==> config.mk <==
export PLATFORM = sky130hd
export DESIGN_NAME = next_pc_gen
export DESIGN_NICKNAME = d
export VERILOG_FILES = /design/src/rtl/npc_pkg.sv /design/src/rtl/npc_incr.sv /design/src/rtl/npc_cond.sv /design/src/rtl/npc_targets.sv /design/src/rtl/next_pc_gen.sv
export SDC_FILE = /design/constraint.sdc
export NUM_CORES = 1
export LEC_CHECK = 0
export ABC_AREA = 1
export BUFFER_PORTS_ARGS = -buffer_cell sky130_fd_sc_hd__buf_2
export CAP_MARGIN = 20
export CORE_UTILIZATION = 30
export DETAILED_ROUTE_END_ITERATION = 10
export GPL_ROUTABILITY_DRIVEN = 0
export GPL_TIMING_DRIVEN = 0
export SLEW_MARGIN = 10
export SYNTH_ARGS = -nofsm -noshare
export SYNTH_HDL_FRONTEND = slang
export SYNTH_SLANG_ARGS = --single-unit
==> constraint.sdc <==
create_clock -name vclk -period 6.2
set_clock_uncertainty 0.2 [all_clocks]
set_input_delay 1.24 -clock vclk [all_inputs]
set_output_delay 1.24 -clock vclk [all_outputs]
set_load 0.05 [all_outputs]
==> src/rtl/npc_pkg.sv <==
package npc_pkg;
  typedef enum logic [2:0] {
    FLOW_SEQ  = 3'd0,
    FLOW_BEQ  = 3'd1,
    FLOW_BNE  = 3'd2,
    FLOW_BLTZ = 3'd3,
    FLOW_JUMP = 3'd4,
    FLOW_JREG = 3'd5,
    FLOW_TRAP = 3'd6
  } flow_e;
endpackage

==> src/rtl/npc_incr.sv <==
module npc_incr #(
  parameter int ADDR_W = 32,
  parameter int STEP   = 4
) (
  input  logic [ADDR_W-1:0] pc_i,
  output logic [ADDR_W-1:0] pc_plus_o
);
  assign pc_plus_o = pc_i + ADDR_W'(STEP);
endmodule

==> src/rtl/npc_cond.sv <==
module npc_cond
  import npc_pkg::*;
#(
  parameter int ADDR_W = 32
) (
  input  flow_e             flow_i,
  input  logic [ADDR_W-1:0] rs_i,
  input  logic [ADDR_W-1:0] rt_i,
  output logic              take_o
);
  logic same;
  assign same = (rs_i == rt_i);

  always_comb begin
    case (flow_i)
      FLOW_BEQ:  take_o = same;
      FLOW_BNE:  take_o = !same;
      FLOW_BLTZ: take_o = rs_i[ADDR_W-1];
      default:   take_o = 1'b0;
    endcase
  end
endmodule

==> src/rtl/npc_targets.sv <==
module npc_targets #(
  parameter int ADDR_W = 32,
  parameter int JTA_W  = 26,
  parameter int OFF_W  = 16,
  parameter int ALIGN  = 2
) (
  input  logic [ADDR_W-1:0] pc_plus_i,
  input  logic [JTA_W-1:0]  jta_i,
  input  logic [OFF_W-1:0]  off_i,
  output logic [ADDR_W-1:0] br_tgt_o,
  output logic [ADDR_W-1:0] jmp_tgt_o
);
  localparam int EXT_W    = ADDR_W - OFF_W - ALIGN;
  localparam int REGION_W = ADDR_W - JTA_W - ALIGN;

  logic [ADDR_W-1:0] off_ext;
  assign off_ext  = {{EXT_W{off_i[OFF_W-1]}}, off_i, {ALIGN{1'b0}}};
  assign br_tgt_o = pc_plus_i + off_ext;

  generate
    if (REGION_W > 0) begin : g_region
      // region bits come from the successor address
      assign jmp_tgt_o = {pc_plus_i[ADDR_W-1 -: REGION_W], jta_i, {ALIGN{1'b0}}};
    end else begin : g_flat
      assign jmp_tgt_o = {jta_i[ADDR_W-ALIGN-1:0], {ALIGN{1'b0}}};
    end
  endgenerate
endmodule

==> src/rtl/next_pc_gen.sv <==
module next_pc_gen
  import npc_pkg::*;
#(
  parameter int               ADDR_W     = 32,
  parameter int               JTA_W      = 26,
  parameter int               OFF_W      = 16,
  parameter int               INSN_BYTES = 4,
  parameter logic [ADDR_W-1:0] TRAP_VEC  = 32'h0000_0180
) (
  input  logic [ADDR_W-1:0] pc_i,
  input  logic [2:0]        flow_i,
  input  logic [JTA_W-1:0]  jta_i,
  input  logic [OFF_W-1:0]  off_i,
  input  logic [ADDR_W-1:0] rs_i,
  input  logic [ADDR_W-1:0] rt_i,
  output logic [ADDR_W-1:0] next_pc_o,
  output logic [ADDR_W-1:0] incr_pc_o
);
  localparam int ALIGN = $clog2(INSN_BYTES);

  flow_e             flow;
  logic              take;
  logic [ADDR_W-1:0] pc_plus, br_tgt, jmp_tgt;

  assign flow = flow_e'(flow_i);

  npc_incr #(.ADDR_W(ADDR_W), .STEP(INSN_BYTES)) incr_i (
    .pc_i      (pc_i),
    .pc_plus_o (pc_plus)
  );

  npc_cond #(.ADDR_W(ADDR_W)) cond_i (
    .flow_i (flow),
    .rs_i   (rs_i),
    .rt_i   (rt_i),
    .take_o (take)
  );

  npc_targets #(.ADDR_W(ADDR_W), .JTA_W(JTA_W), .OFF_W(OFF_W), .ALIGN(ALIGN)) tgt_i (
    .pc_plus_i (pc_plus),
    .jta_i     (jta_i),
    .off_i     (off_i),
    .br_tgt_o  (br_tgt),
    .jmp_tgt_o (jmp_tgt)
  );

  always_comb begin
    case (flow)
      FLOW_BEQ, FLOW_BNE, FLOW_BLTZ: next_pc_o = take ? br_tgt : pc_plus;
      FLOW_JUMP:                     next_pc_o = jmp_tgt;
      FLOW_JREG:                     next_pc_o = rs_i;
      FLOW_TRAP:                     next_pc_o = TRAP_VEC;
      default:                       next_pc_o = pc_plus;
    endcase
  end

  assign incr_pc_o = pc_plus;
endmodule

==> flow_summary.yaml <==
cells_and_area:
  fill_cells: 1594
  seq_cells: 0
  nNetsFinal: 1226
  area_growth_pct: 30.0
  drive_gt1_share_pct: 24.3
  n_clock_buffer: 0
  diodes: 0
  fin_cells: 1227
  ff_latch_area_sq_um: 0
global_route:
  grt_max_degree: 18
  grt_use_total_pct: 25.8
  overflow: 0
  grt_pass1_wl_mm: 29.7
  grt_pass1_vias: 5850
  antenna_found_initial: 0
route:
  drtPass1Iterations: 5
  remaining_drc_errors: 0
  vias: 6232
  avgRoutedWirePerCell_um: 16.1
  wl_mm: 19.7
  ant_nets: 0
  vias_per_cell: 5.08
  drt_iter0_markers: 389
worst_setup_path:
  cp_top_family: "simple AND/OR/NAND/NOR gates"
  slowest_delay_ps: 290
  crit_path_top_delay_cell: "clkbuf_4"
  worstPathMaxFanout: 4
  worstPathRequired_ps: 4760
  crit_buf_inv: 4
  crit_path_end_kind: "output port"
  critical_path.most_common_cell: "nand2_1"
  path_depth: 20
  cp-start-kind: "input port"
  cp_cell_sequence: "buf_2, nand2_1, inv_1, nand2_1, nor3_4, nand2_1, nor2_1, xnor2_1, inv_1, ha_1, a21oi_1, o21ai_0, a21oi_1, nand2_1, nand2_1, nand2_1, nand2_1, nand3_1, a21oi_1, clkbuf_4"
  worst_ep_arrival_time_ps: 4520
  critPathKind: "in -> out"
synthesis:
  synth_commonest_cells: "290 x nand2_1, 112 x inv_1, 87 x nor2_1, 56 x nand3_1, 49 x a21oi_1"
  syn_nets: 1017
  synth-compound-area-share_pct: 15.8
  syn_avg_cell_area_sq_um: 5.19
  synth-adder-area-share_pct: 10.5
  syn-instance-count: 840
  synth_cell_types: 39
  synth_xor_area_share_pct: 11.1
  synthMuxAreaShare_pct: 0
  yosys-top-cells-area: "nand2_1 25%, ha_1 10%, inv_1 9.6%"
  seq_area_frac_synth_pct: 0
  synth_top_cell_by_area: "nand2_1"
  syn_area_sq_um: 4360
  yosysWarnings: 0
  synth.most_common_cell: "nand2_1"
  synthSimpleGateAreaFrac_pct: 50.4
  synth_top_family_by_area: "simple AND/OR/NAND/NOR gates"
  yosys.area.top_type_share_pct: 25.0
clocking:
  hold_buffers: 0
pwr:
  power.leakage_nw: 3.12
  power_mw: 0.630
  power.density_nw_per_um2: 111
  ir_drop_mv: 0.0386
timing:
  setup_tns_ps: 0
  drv_slew: 0
  worstMarginPinSlew_ps: 463
  period_share_pct: 96.1
  holdWs_ps: 2700
  setup_viol: 0
  fin_ws_ps: 241
  final-hold-violation-count: 0
  rsz0062_at_grt: "yes"
  max_freq_mhz: 168
  relSlewSlack_pct: 68.8
  finalCriticalPeriod_ps: 5960
floorplan:
  rows: 43
  die_h_um: 123
  dieArea_sq_um: 15000
  initial_core_util_pct: 31.0
  core_area_sq_um: 14000
  die_w_um: 123
  io_pins: 205
status:
  status: "complete, no violations"
min_path:
  hp-class: "in -> out"
  min_path_cells: 3
place:
  dp.cells: 1225
  port_buffers: 205
  dp_hpwl_mm: 17.2
  dpl_worst_slack_ps: 135
flow_run:
  maxCapViolations: 0
==> cell usage in the layout (no fill, tap or decap), types with 7 or more instances in the layout <==
cell,n
nand2_1,290
buf_2,212
inv_1,112
nor2_1,85
nand3_1,56
a21oi_1,49
xnor2_1,36
ha_1,35
o21ai_0,30
nand4_1,28
xor2_1,17
a22o_1,13
nor3_1,10
o21ai_1,9
nor2_2,7
==> per-stage QoR <==
| step | util, % | area, sq um |
|---|---|---|
| 3_3_place_gp | 40.0 | 5610 |
| 5_1_grt | 40.4 | 5670 |
| 2_1_floorplan | - | 4360 |
| 3_5_place_dp | 40.0 | 5610 |
| 4_1_cts | 40.0 | 5610 |
| 6_report | 40.4 | 5670 |
==> final cells by class <==
type | instances | area (sq um) | area share (%)
tap | 180 | 225 | 3.97
multi-input combinational | 710 | 3860 | 68.2
buffer | 15 | 101 | 1.79
inverter | 115 | 432 | 7.62
timing repair buffer | 207 | 1050 | 18.5
==> power breakdown <==
part           internal (mW)  switching, mW  total [mW]
combinational          0.192          0.439       0.630
sequential                 0              0           0
clock                      0              0           0
total                  0.192          0.439       0.630
==> worst paths after layout <==
| kind | from | to | slack [ps] |
|---|---|---|---|
| max | pc_i[4] | next_pc_o[20] | 240 |
| min | pc_i[1] | incr_pc_o[1] | 2700 |
==> layer usage <==
layer / part of all wire [%] / up-vias / global-route usage, %
met2: 46 / 282 / 43.5
met1: 43 / 2767 / 34.3
met5: 0 / - / 0
li1: - / 3149 / -
met4: 3.7 / 0 / 8.92
met3: 7.6 / 34 / 1.67
==> kinds of logic after synthesis <==
family / after synthesis
AOI/OAI and AO/OA: 118
and+or+nand+nor: 501
xor gates and xnor gates: 55
buffers and inverters: 130
adders and majority gates: 36
==> timing repair <==
item | in CTS | in global routing
endpoints found under the setup margin | 0 | 15
resized for setup | 0 | 9
buffers inserted | 0 | 2
Power figures use the tool's default switching activity.
